`src/rtl/wlw_pkg.sv`:
```
package wlw_pkg;

   // Attribute bit positions: any set bit disqualifies a request from merging.
   localparam int ATTR_UNCACHED   = 0;
   localparam int ATTR_STRICT     = 1;
   localparam int ATTR_MAPPED_REG = 2;
   localparam int ATTR_PRIV       = 3;
   localparam int ATTR_EXCL_PAIR  = 4;
   localparam int ATTR_SWAP       = 5;
   localparam int ATTR_SWAP_COND  = 6;
   localparam int ATTR_SECURE     = 7;
   localparam int ATTR_COUNT      = 8;

   // Byte-mask construction variants.
   typedef enum logic [0:0] {
      MASK_COMPARE = 1'b0,
      MASK_SHIFT   = 1'b1
   } mask_impl_e;

endpackage

```
`src/rtl/wlw_req_qual.sv`:
```
module wlw_req_qual #(
   parameter int ATTR_W = wlw_pkg::ATTR_COUNT
) (
   input  logic              req_valid,
   input  logic              req_write,
   input  logic [ATTR_W-1:0] req_attr,
   output logic              accept,
   output logic              mergeable
);

   if (ATTR_W < 1) begin : g_bad_attr
      $error("wlw_req_qual: ATTR_W must be at least 1");
   end

   always_comb begin
      accept    = req_valid;
      mergeable = req_write && (req_attr == '0);
   end

endmodule

```
`src/rtl/wlw_byte_mask.sv`:
```
module wlw_byte_mask #(
   parameter int                  LINE_BYTES = 64,
   parameter wlw_pkg::mask_impl_e IMPL       = wlw_pkg::MASK_COMPARE,
   localparam int OFF_W  = $clog2(LINE_BYTES),
   localparam int SIZE_W = $clog2(LINE_BYTES + 1)
) (
   input  logic [OFF_W-1:0]      offset,
   input  logic [SIZE_W-1:0]     size,
   output logic [LINE_BYTES-1:0] mask
);

   localparam int SUM_W = SIZE_W + 1;

   if (IMPL == wlw_pkg::MASK_COMPARE) begin : g_cmp
      logic [SUM_W-1:0] end_excl;
      always_comb end_excl = SUM_W'(offset) + SUM_W'(size);
      for (genvar b = 0; b < LINE_BYTES; b++) begin : g_byte
         always_comb
            mask[b] = (SUM_W'(b) >= SUM_W'(offset)) && (SUM_W'(b) < end_excl);
      end
   end else begin : g_shift
      logic [SIZE_W-1:0]       size_clamped;
      logic [LINE_BYTES-1:0]   ones;
      logic [2*LINE_BYTES-1:0] wide;
      always_comb begin
         size_clamped = (size > SIZE_W'(LINE_BYTES)) ? SIZE_W'(LINE_BYTES) : size;
         ones = {LINE_BYTES{1'b1}} >> (LINE_BYTES - int'(size_clamped));
         if (size_clamped == '0) ones = '0;
         wide = {{LINE_BYTES{1'b0}}, ones} << offset;
         mask = wide[LINE_BYTES-1:0];
      end
   end

endmodule

```
`src/rtl/wlw_cover_track.sv`:
```
module wlw_cover_track #(
   parameter int LINE_BYTES = 64
) (
   input  logic                  clk,
   input  logic                  rst,
   input  logic                  upd,
   input  logic                  mergeable,
   input  logic [LINE_BYTES-1:0] mask,
   output logic                  whole
);

   logic                  only_wr_q;
   logic [LINE_BYTES-1:0] cov_q;
   logic                  only_wr_n;
   logic                  full;

   always_comb begin
      full      = &cov_q;
      whole     = only_wr_q && full;
      only_wr_n = only_wr_q && mergeable;
   end

   always_ff @(posedge clk) begin
      if (rst) begin
         only_wr_q <= 1'b1;
         cov_q     <= '0;
      end else if (upd && !whole) begin
         only_wr_q <= only_wr_n;
         if (only_wr_n) cov_q <= cov_q | mask;
      end
   end

   // init state after reset
   assert_reset_init_R1: assert property (@(posedge clk)
      rst |=> (only_wr_q && cov_q == '0));

   // non-mergeable accepted request clears eligibility
   assert_nonmerge_clears_R2: assert property (@(posedge clk) disable iff (rst)
      (upd && !mergeable && !whole) |=> !only_wr_q);

   // eligibility never comes back without reset
   assert_sticky_only_wr_R3: assert property (@(posedge clk) disable iff (rst)
      !only_wr_q |=> !only_wr_q);

   // coverage bits are never lost
   assert_cov_monotonic_R4: assert property (@(posedge clk) disable iff (rst)
      !rst |=> ((cov_q & $past(cov_q)) == $past(cov_q)));

   // state frozen once the line is whole
   assert_frozen_whole_R7: assert property (@(posedge clk) disable iff (rst)
      whole |=> (whole && $stable(cov_q) && $stable(only_wr_q)));

   // no request, no change
   assert_idle_stable_R9: assert property (@(posedge clk) disable iff (rst)
      !upd |=> ($stable(cov_q) && $stable(only_wr_q)));

endmodule

```
`src/rtl/wlw_snapshot.sv`:
```
module wlw_snapshot (
   input  logic clk,
   input  logic rst,
   input  logic issue,
   input  logic live,
   output logic snap
);

   always_ff @(posedge clk) begin
      if (rst)        snap <= 1'b0;
      else if (issue) snap <= live;
   end

   // capture on issue, hold otherwise
   assert_snap_capture_R8: assert property (@(posedge clk) disable iff (rst)
      issue |=> (snap == $past(live)));
   assert_snap_hold_R8: assert property (@(posedge clk) disable iff (rst)
      !issue |=> $stable(snap));

endmodule

```
`src/rtl/wlw_detector.sv`:
```
module wlw_detector #(
   parameter int                  LINE_BYTES = 64,
   parameter int                  ATTR_W     = wlw_pkg::ATTR_COUNT,
   parameter wlw_pkg::mask_impl_e MASK_IMPL  = wlw_pkg::MASK_COMPARE,
   localparam int OFF_W  = $clog2(LINE_BYTES),
   localparam int SIZE_W = $clog2(LINE_BYTES + 1)
) (
   input  logic              clk,
   input  logic              rst,
   input  logic              req_valid,
   input  logic              req_write,
   input  logic [ATTR_W-1:0] req_attr,
   input  logic [OFF_W-1:0]  req_offset,
   input  logic [SIZE_W-1:0] req_size,
   input  logic              issue,
   output logic              whole_line,
   output logic              whole_line_issued
);

   if (LINE_BYTES < 2 || (LINE_BYTES & (LINE_BYTES - 1)) != 0) begin : g_bad_line
      $error("wlw_detector: LINE_BYTES must be a power of two >= 2");
   end

   logic                  accept;
   logic                  mergeable;
   logic [LINE_BYTES-1:0] mask;

   wlw_req_qual #(.ATTR_W(ATTR_W)) u_qual (
      .req_valid (req_valid),
      .req_write (req_write),
      .req_attr  (req_attr),
      .accept    (accept),
      .mergeable (mergeable)
   );

   wlw_byte_mask #(.LINE_BYTES(LINE_BYTES), .IMPL(MASK_IMPL)) u_mask (
      .offset (req_offset),
      .size   (req_size),
      .mask   (mask)
   );

   wlw_cover_track #(.LINE_BYTES(LINE_BYTES)) u_track (
      .clk       (clk),
      .rst       (rst),
      .upd       (accept),
      .mergeable (mergeable),
      .mask      (mask),
      .whole     (whole_line)
   );

   wlw_snapshot u_snap (
      .clk   (clk),
      .rst   (rst),
      .issue (issue),
      .live  (whole_line),
      .snap  (whole_line_issued)
   );

   // a read arriving while not whole can never produce whole next cycle
   assert_read_not_whole_R6: assert property (@(posedge clk) disable iff (rst)
      (req_valid && !req_write && !whole_line) |=> !whole_line);

endmodule

```
`config.mk`:
```
export PLATFORM = sky130hd
export DESIGN_NAME = wlw_detector
export DESIGN_NICKNAME = d
export VERILOG_FILES = /design/src/rtl/wlw_pkg.sv /design/src/rtl/wlw_req_qual.sv /design/src/rtl/wlw_byte_mask.sv /design/src/rtl/wlw_cover_track.sv /design/src/rtl/wlw_snapshot.sv /design/src/rtl/wlw_detector.sv
export SDC_FILE = /design/constraint.sdc
export NUM_CORES = 1
export LEC_CHECK = 0
export ABC_AREA = 1
export BUFFER_PORTS_ARGS = -buffer_cell sky130_fd_sc_hd__buf_4
export CORE_MARGIN = 2
export CORE_UTILIZATION = 43
export CTS_CLUSTER_DIAMETER = 40
export DETAILED_ROUTE_END_ITERATION = 10
export PLACE_DENSITY = 0.72
export SYNTH_ARGS = -nofsm -noshare
export SYNTH_HDL_FRONTEND = slang
export SYNTH_SLANG_ARGS = --single-unit
```
`constraint.sdc`:
```
create_clock -name clk -period 2.4 [get_ports clk]
set_input_delay 0.36 -clock clk [delete_from_list [all_inputs] [get_ports clk]]
set_output_delay 0.36 -clock clk [all_outputs]
set_load 0.005 [all_outputs]
```
==> impl_metrics.tcl <==
set metrics [dict create \
    maxClockFrequency_mhz 451 \
    antenna-diode-count 0 \
    synthAdderAreaFrac_pct 2.30 \
    via_count_of_the_first_global_routing_pass 4305 \
    finish.net_count 781 \
    synth_area_per_cell_um2 6.05 \
    timing.slew.headroom_pct 59.3 \
    power.total_uw 2890 \
    grt.busiest_layer "met2" \
    maxCapViolCount 0 \
    clockBufferDepth 2 \
    postCtsResizedCells 0 \
    postCtsSetupRepairBufs 0 \
    setup_viol 0 \
    r2r_setup_slack_ns 0.34 \
    worst_hold_path_type "in2reg" \
    port_buffers 27 \
    synth.net_count 716 \
    critPathMaxFanout 2 \
    dp.final_hpwl_um 11000 \
    asyncSetResetFlopFracSynth_pct 0 \
    cp-start-kind "flip-flop" \
    drcViolationCount 0 \
    fin_crit_sh_pct 92.4 \
    synth-xor-area-share_pct 0.212 \
    via_cell_ratio 5.16 \
    starting_density_pct 44.5 \
    die_y_um 102 \
    route.vias.total 4552 \
    synth-main-ff-cell "sky130_fd_sc_hd__dfxtp_1" \
    grt_antenna_before_repair 0 \
    synth_compound_area_share_pct 16.9 \
    hold_path_cells 2 \
    synth_edf_count 0 \
    detail_route.wirelength_um 14300 \
    post_synth_and_or_nand_nor_area_fraction_pct 34.3 \
    cts.root.buffer_cell "sky130_fd_sc_hd__clkbuf_8" \
    footprint_of_the_multi_input_gates_um2 2220 \
    worstSkewPairLatency_ns 0.36 \
    post_route_cells_drive_above_1_share_pct 13.7 \
    design.portCount 28 \
    clock_tree_from_tritoncts "yes" \
    grt_use_met1_pct 39.0 \
    synth_warnings 0 \
    min_cycle_time_layout_ns 2.22 \
    groute.usage.overall_pct 29.3 \
    cts.htree.levels 3 \
    drt-wirelength-per-cell_um 16.2 \
    p_leak_uw 0.00230 \
    ir_drop_uv 344 \
    pin_count_of_the_biggest_net_entering_global_routing 39 \
    grt.met2_usage_pct 47.2 \
    timing.setup.critical_path_class "reg2out" \
    grt_remaining_overflow 0 \
    gp_congestion 1.03 \
    yosys_register_bits 66 \
    design.die.area_um2 10400 \
    sequential_cell_area_um2 1320 \
    whs_endpoint "u_snap.snap$_SDFFE_PP0P_" \
    worst_r2r_startpoint "u_track.cov_q[11]$_SDFFE_PP0P_" \
    sequential_fraction_of_the_synthesis_area_pct 32.0 \
    yosys-mux-area-fraction_pct 0 \
    gr_layer_usage_met3_pct 5.61 \
    fin_worst_skew_ns 0.00994 \
    layout.cells.most_common_list "sky130_fd_sc_hd__nand2_1, sky130_fd_sc_hd__inv_1, sky130_fd_sc_hd__nor2_1" \
    power.density_nw_per_um2 572 \
    numClockSinks 66 \
    post_synth_instance_area_um2 4130 \
    timing.hold.worst.start "issue" \
    num_rows 35 \
    core_area_um2 9280 \
    required_ns 2.04 \
    final-max-slew-violation-count 0 \
    postCtsHoldBufs 0 \
    die_width_um 102 \
    unrepaired_setup_endpoints_after_global_routing "no" \
    final_hold_viol_count 0 \
    whs_ns 0.180 \
    ff2ff_path_depth 11 \
    worst_max_slew_pin_slew_ns 0.604 \
    worstReg2RegEnd "u_track.cov_q[45]$_SDFFE_PP0P_" \
    initialDrtViolationCount 373 \
    area_growth_pct 22.6 \
    drt.antenna.violating_nets 0 \
    main_combinational_cell_family_by_area_after_synthesis "simple AND/OR/NAND/NOR gates" \
    cts_buffers 9 \
    path_clk_slew_ns 0.08 \
    num-fill-cells 954 \
    worstPathArrival_ns 1.86 \
    run_status "finished clean" \
    detail_route.first_pass.iterations 6 \
    cp_endpoint_kind "output pin" \
    gate_count_of_the_mapped_netlist 683 \
    tns_setup_ns 0 \
    synth_cell_types 36 \
    grt_pass1_wl_um 22900 \
    most_common_cell_after_layout_fill_and_taps_aside "sky130_fd_sc_hd__nand2_1" \
]
cell type report:
cell class / instances / share of cell area (%)
timing repair buffer: 75 / 12.8
inverter: 130 / 9.64
clock inverter: 6 / 1.78
tap: 129 / 3.19
sequential: 66 / 26.1
multi-input combinational: 466 / 43.9
clock buffer: 10 / 2.52
worst max-delay path by stage:
stage | end | from | cells past startpoint | slack, ns
finish | whole_line | u_track.cov_q[17]$_SDFFE_PP0P_ | 6 | 0.18
global route | whole_line | u_track.cov_q[50]$_SDFFE_PP0P_ | 7 | 0.03
CTS | whole_line | u_track.cov_q[57]$_SDFFE_PP0P_ | 7 | 0.13
detailed placement | u_track.cov_q[33]$_SDFFE_PP0P_ | req_offset[0] | 15 | -0.15
global placement | u_track.cov_q[33]$_SDFFE_PP0P_ | req_offset[0] | 15 | -0.11
floorplan | u_track.cov_q[6]$_SDFFE_PP0P_ | req_offset[0] | 15 | 0.26
routing by layer:
metal,share of wire [%],vias up
met1,45,2082
met3,6.5,40
met5,0,-
met4,3.5,0
met2,45,169
li1,-,2261
flip-flops by register name, indices dropped and copies added, names as in the netlist:
register,flops
u_snap.snap,1
u_track.cov_q,64
u_track.only_wr_q,1
cells in the mapped netlist (all sizes together), types with 2 or more instances:
library cell | number | share of area (%)
nor3b | 2 | 0.36
a21oi | 49 | 5.9
clkinv | 4 | 0.36
nor4 | 3 | 0.45
buf | 12 | 1.6
o21ai | 46 | 5.6
nor3 | 7 | 0.85
o31ai | 6 | 1.1
ha | 6 | 1.8
nand3 | 52 | 7.0
inv | 126 | 11
clkbuf | 9 | 0.85
nor2 | 74 | 7.2
dfxtp | 66 | 32
nand4 | 2 | 0.30
o21bai | 20 | 3.6
nand3b | 3 | 0.55
nand2 | 187 | 17
worst max-delay path: stages, from the launching register on:
cell and delay (ns):
sky130_fd_sc_hd__dfxtp_1 0.35, sky130_fd_sc_hd__nand2_1 0.09, sky130_fd_sc_hd__nor4_1 0.37, sky130_fd_sc_hd__buf_4 0.20
sky130_fd_sc_hd__nand3_1 0.14, sky130_fd_sc_hd__nor4_1 0.20, sky130_fd_sc_hd__buf_4 0.16
report_power, final:
part	switching, µW	internal (µW)
Clock	480	589
Combinational	453	274
Sequential	2.12	1100
Total	935	1960
per-stage QoR:
stage	area [µm²]	instances	utilization [%]	setup WS (ns)
2_1_floorplan	4130	683	-	0.257
3_3_place_gp	4840	866	52.1	-0.106
3_5_place_dp	4840	866	52.1	-0.148
4_1_cts	5060	882	54.5	0.134
5_1_grt	5060	882	54.5	0.0273
6_report	5060	882	54.5	0.182
cells by family after synthesis:
family | after synthesis
simple gates | 333
buf+inv | 151
compound gates | 125
flops | 66
fa+ha+maj | 7
xor+xnor | 1
Power figures use the tool's default switching activity.
